<file path="config.mk">
export PLATFORM = sky130hd
export DESIGN_NAME = action_seq
export DESIGN_NICKNAME = d
export VERILOG_FILES = /design/src/rtl/action_seq.sv
export SDC_FILE = /design/constraint.sdc
export NUM_CORES = 2
export LEC_CHECK = 0
export ABC_AREA = 1
export ABC_CLOCK_PERIOD_IN_PS = 19200
export BUFFER_PORTS_ARGS = -buffer_cell sky130_fd_sc_hd__buf_2
export CELL_PAD_IN_SITES_DETAIL_PLACEMENT = 1
export CELL_PAD_IN_SITES_GLOBAL_PLACEMENT = 1
export CORE_MARGIN = 2
export CORE_UTILIZATION = 40
export CTS_BUF_LIST = sky130_fd_sc_hd__clkbuf_4
export DETAILED_ROUTE_END_ITERATION = 7
export PLACE_DENSITY_LB_ADDON = 0.1
export SLEW_MARGIN = 20
export SYNTH_ARGS = -nofsm -noshare
export SYNTH_HDL_FRONTEND = slang
export SYNTH_SLANG_ARGS = --single-unit
</file>
<file path="constraint.sdc">
create_clock -name clk -period 19.2 [get_ports clk]
set_input_delay 0.96 -clock clk [delete_from_list [all_inputs] [get_ports clk]]
set_output_delay 0.96 -clock clk [all_outputs]
set_load 0.03 [all_outputs]
</file>
<file path="src/rtl/action_seq.sv">
module action_seq #(
  parameter int AW = 8,
  parameter int DW = 32,
  parameter int DEPTH = 16,
  parameter int PDEPTH = 8,
  parameter int RDEPTH = 16,
  localparam int IW = $clog2(DEPTH),
  localparam int PW = $clog2(PDEPTH),
  localparam int RW = $clog2(RDEPTH),
  localparam int EW = 2*DW + AW + 16
) (
  input  logic          clk,
  input  logic          rst_n,
  input  logic          tbl_we,
  input  logic [IW-1:0] tbl_addr,
  input  logic [EW-1:0] tbl_wdata,
  input  logic          prm_we,
  input  logic [PW-1:0] prm_addr,
  input  logic [DW-1:0] prm_wdata,
  input  logic          start,
  input  logic [IW-1:0] start_idx,
  output logic          busy,
  output logic          done,
  output logic          err,
  output logic          bus_req,
  output logic          bus_we,
  output logic [AW-1:0] bus_addr,
  output logic [2:0]    bus_size,
  output logic [DW-1:0] bus_wdata,
  input  logic          bus_ack,
  input  logic [DW-1:0] bus_rdata,
  input  logic [RW-1:0] res_addr,
  output logic [DW-1:0] res_data,
  output logic [RW:0]   res_count
);
  localparam logic [2:0] K_END = 3'd0, K_ONE = 3'd1, K_RANGE = 3'd2, K_FIFO = 3'd3, K_POLL = 3'd4;

  typedef enum logic [1:0] {S_IDLE, S_LOAD, S_EXEC, S_BUS} state_t;
  state_t state;

  logic [EW-1:0] tbl [DEPTH];
  logic [DW-1:0] prm [PDEPTH];
  logic [DW-1:0] res [RDEPTH];
  logic [EW-1:0] ent;
  logic [IW-1:0] pc;
  logic [7:0]    beat;

  wire [2:0]    kind = ent[2:0];
  wire          wr   = ent[3];
  wire          src  = ent[4];
  wire [2:0]    size = ent[7:5];
  wire [7:0]    cnt  = ent[15:8];
  wire [AW-1:0] offs = ent[16 +: AW];
  wire [DW-1:0] dat  = ent[16+AW +: DW];
  wire [DW-1:0] msk  = ent[16+AW+DW +: DW];

  wire [7:0]    last  = (kind == K_ONE || cnt == 8'd0) ? 8'd0 : cnt - 8'd1;
  wire [AW-1:0] step  = AW'(beat) * AW'(size);
  wire          match = ((bus_rdata ^ dat) & msk) == '0;
  wire          ack   = (state == S_BUS) && bus_ack;
  wire          push  = ack && !wr && kind != K_POLL;
  wire [PW-1:0] pidx  = PW'(dat) + PW'(beat);

  assign bus_req   = state == S_BUS;
  assign bus_we    = wr && kind != K_POLL;
  assign bus_size  = size;
  assign bus_addr  = offs + ((kind == K_RANGE) ? step : '0);
  assign bus_wdata = src ? prm[pidx] : dat;
  assign res_data  = res[res_addr];

  always_ff @(posedge clk) begin
    if (tbl_we) tbl[tbl_addr] <= tbl_wdata;
    if (prm_we) prm[prm_addr] <= prm_wdata;
    if (push && res_count < (RW+1)'(RDEPTH)) res[res_count[RW-1:0]] <= bus_rdata;
  end

  always_ff @(posedge clk) begin
    if (!rst_n) begin
      state <= S_IDLE;
      busy <= 1'b0;
      done <= 1'b0;
      err <= 1'b0;
      pc <= '0;
      beat <= '0;
      ent <= '0;
      res_count <= '0;
    end else begin
      if (push && res_count < (RW+1)'(RDEPTH)) res_count <= res_count + 1'b1;
      case (state)
        S_IDLE: if (start) begin
          pc <= start_idx;
          busy <= 1'b1;
          done <= 1'b0;
          err <= 1'b0;
          res_count <= '0;
          state <= S_LOAD;
        end
        S_LOAD: begin
          ent <= tbl[pc];
          beat <= '0;
          state <= S_EXEC;
        end
        S_EXEC: begin
          if (kind == K_END) begin
            done <= 1'b1;
            busy <= 1'b0;
            state <= S_IDLE;
          end else if (kind > K_POLL) begin
            err <= 1'b1;
            busy <= 1'b0;
            state <= S_IDLE;
          end else begin
            state <= S_BUS;
          end
        end
        S_BUS: if (bus_ack) begin
          if (kind == K_POLL) begin
            if (match) begin
              pc <= pc + 1'b1;
              state <= S_LOAD;
            end else if ({1'b0, beat} + 9'd1 >= {1'b0, cnt}) begin
              err <= 1'b1;
              busy <= 1'b0;
              state <= S_IDLE;
            end else begin
              beat <= beat + 1'b1;
            end
          end else if (beat == last) begin
            pc <= pc + 1'b1;
            state <= S_LOAD;
          end else begin
            beat <= beat + 1'b1;
          end
        end
        default: state <= S_IDLE;
      endcase
    end
  end
endmodule

</file>
==> key figures <==
Clocking
  – Clk_lat worst skew: 1.40 ns
  – CTS resizes: 0
  – Cts hold-fix bufs: 159
  – Root Buffer: clkbuf_4
  – CTS buffer count: ~630
  – H-tree levels: 6
  – Clock Sinks: 2286
  – Clk slew on worst S/H paths: 0.06 ns
  – Clk buf depth: 4
  – Postcts setup bufs: 0
  – TritonCTS clock tree: yes

Logic synthesis
  – Mean Syn Cell Area: 13.4 um2
  – Synth unique cells: 41
  – Most common cell in the netlist: edfxtp_1
  – Mapped Cells: 6812
  – Syn nets: between 7000 and 8000
  – Ys async rst share: 0%
  – Synth Cell Area: ~90000 um2
  – Top-area cell type share of the netlist area: 71.5%
  – YS warnings: 0
  – Register area share after synthesis: 73.9%
  – Number of flops mapped to enable cells by yosys: 2176
  – Synth area leader: edfxtp_1
  – Synth area leaders: edfxtp_1, o21ai_0, nor2_1
  – Synth cell count leaders: edfxtp_1, o21ai_0, nor2_1
  – Most frequently used flop master after synthesis: edfxtp_1
  – #FFs+latches synth: 2286

Job
  – Max_cap viols: 0

Worst setup path
  – Worst EP required: 18.24 ns
  – Crit Path Category: reg -> out
  – WP data arrival: about 5 ns
  – Reg-to-reg slack, setup: between 10 and 15 ns
  – Critical Path Fanout Max: 53
  – Register-to-Register Path Depth: 9
  – Crit path capture type: output pin
  – Startpoint Class: flip-flop

Floorplan
  – Die Wd: 482 um
  – Ports: 258
  – Die area: 232000 um2
  – Initial Util: between 40% and 50%
  – Row count: 175
  – Die Height: 482 um
  – Core ar.: 227000 um2

Global route
  – Total track usage: approximately a quarter
  – Largest net degree at the start of global routing: 199
  – Global-route wire length before repair: 420 mm
  – Grt total ovfl: 0
  – Initial antenna violation count: 42
  – Vias in the first global route: 62200

Timing
  – Setup violators final: 0
  – Fin Hold WS: between 0.2 and 0.25 ns
  – Fin crit share: 30.8%
  – Slew headroom: 23.4%
  – Clock skew: 0.0714 ns
  – Setup TNS: 0 ns
  – Hold Fails Final Rpt: 0
  – RSZ-0062 raised after global routing: no
  – Fin worst setup slack: 13.29 ns
  – Min Tclk post-route: 5.91 ns
  – Peak Freq: 169 MHz
  – Final-report max-slew violation count: 0
  – Slew at the pin closest to its max-slew limit: ~1.1 ns

Pwr
  – Sequential power share: around two fifths
  – Switch Pwr: about 5.2 mW
  – Internal power: 9.09 mW
  – P_leak: 36.6 nW
  – PwrDens: 136 nW/um2
  – Switch share: 36.6%
  – Comb pwr share: 28.8%
  – Worst vdd ir: 0.156 mV
  – Clk pwr share: 30.0%
  – Total power: 14.3 mW

Placed design
  – DP Worst Slack: between 10 and 15 ns
  – DP Cell Count: 9705
  – Final HPWL DP: around 150 mm
  – Post-DP Area: 95800 um2
  – Count of input and output buffers: about 260
  – RePlAce Congestion: 0.792

Drt
  – Drt pass-1 iters: 5
  – Vias per cell: 5.53
  – Remaining routing DRC violations: 0
  – Post-DR wirelength/cell: approximately 26 um
  – Final WL: 289 mm
  – Routed Antenna Nets: 0
  – Via count: 60500
  – Initial detailed-routing violation count: 4372

Status
  – Status: finished clean

Final layout
  – Finished Layout Cells: 10900
  – Area growth, synth to finish: 15.1%
  – Fin nets: 7700
  – Layout cell share with drive strength beyond 1: 18.1%
  – Final core utilization: 46.3%
  – Post-Layout Inst Area: 105000 um2

Worst hold path
  – WHS Path Cells: 3
  – Min-delay worst type: in -> reg
[routing by layer]
metal  up-vias  share of wire (%)  track usage, %
li1      27200                  -               -
met1     31300                 44            32.5
met4        26                2.5            7.58
met3       430                4.8            4.50
met2      1532                 49            41.3
met5         -              0.058               0
[critical path, stage by stage, from the launching register on]
cell and delay [ns]:
dfxtp_1 0.59, ha_4 0.20, fa_2 0.43, buf_4 0.30
inv_2 0.29, buf_4 0.59, o21ai_0 0.19, o211ai_1 0.40
o21ai_0 0.24, buf_2 0.25
[cell families after synthesis]
group | after synthesis | synth area share [%]
AO/OA/AOI/OAI | 1885 | 12.5
XOR/XNOR | 20 | 0.192
flip-flops | 2286 | 73.9
adder cells (fa/ha/maj) | 44 | 0.668
buffers and inverters | 893 | 3.88
multiplexers | 192 | 2.10
AND/OR/NAND/NOR | 1492 | 6.71
[state kept, by name (all words and copies together) (netlist names)]
| register | flops |
|---|---|
| done | 1 |
| err | 1 |
| prm | 256 |
| res | 512 |
| beat | 8 |
| res_count | 5 |
| pc | 4 |
| state | 2 |
| ent | 88 |
| tbl | 1408 |
| busy | 1 |
[power by group through the flow]
stage          clock network (mW)  logic, mW  registers (mW)
2_1_floorplan                   0       2.71            5.82
3_3_place_gp                    0       4.04            6.00
3_5_place_dp                    0       4.12            6.01
4_1_cts                      4.43       4.16            5.90
5_1_grt                      4.67       4.54            5.92
6_report                     4.29       4.13            5.90
[placed cells by master, fill, tap and decap left out, drive strengths merged, types with 41 or more instances in the layout]
master and n:
nor2 911, dlygate4sd3 159, edfxtp 2176, buf 359, nand2 249, o21ai 998
a21oi 209, o22ai 82, o211ai 281, dfxtp 110, o311ai 41, mux2i 192
clkinv 94, inv 433, nand3 292, o221ai 270, clkbuf 946
[final cells by class]
| type | count | area, um2 |
|---|---|---|
| Antenna cell | 18 | 45.0 |
| Clock buffer | 946 | 7100 |
| Clock inverter | 115 | 583 |
| Fill cell | 23400 | 122000 |
| Inverter | 419 | 1610 |
| Multi-Input combinational cell | 3633 | 20600 |
| Sequential cell | 2286 | 67600 |
| Tap cell | 3009 | 3760 |
| Timing Repair Buffer | 518 | 3870 |
[path summary, 6_finish.rpt]
kind                                      end  startpoint
worst max register to register        ent[15]       pc[0]
worst min-delay path                  ent[84]       rst_n
worst max-delay path            bus_wdata[10]     ent[24]
worst min register to register         ent[4]      ent[4]
(Power assumes the default switching activity.)
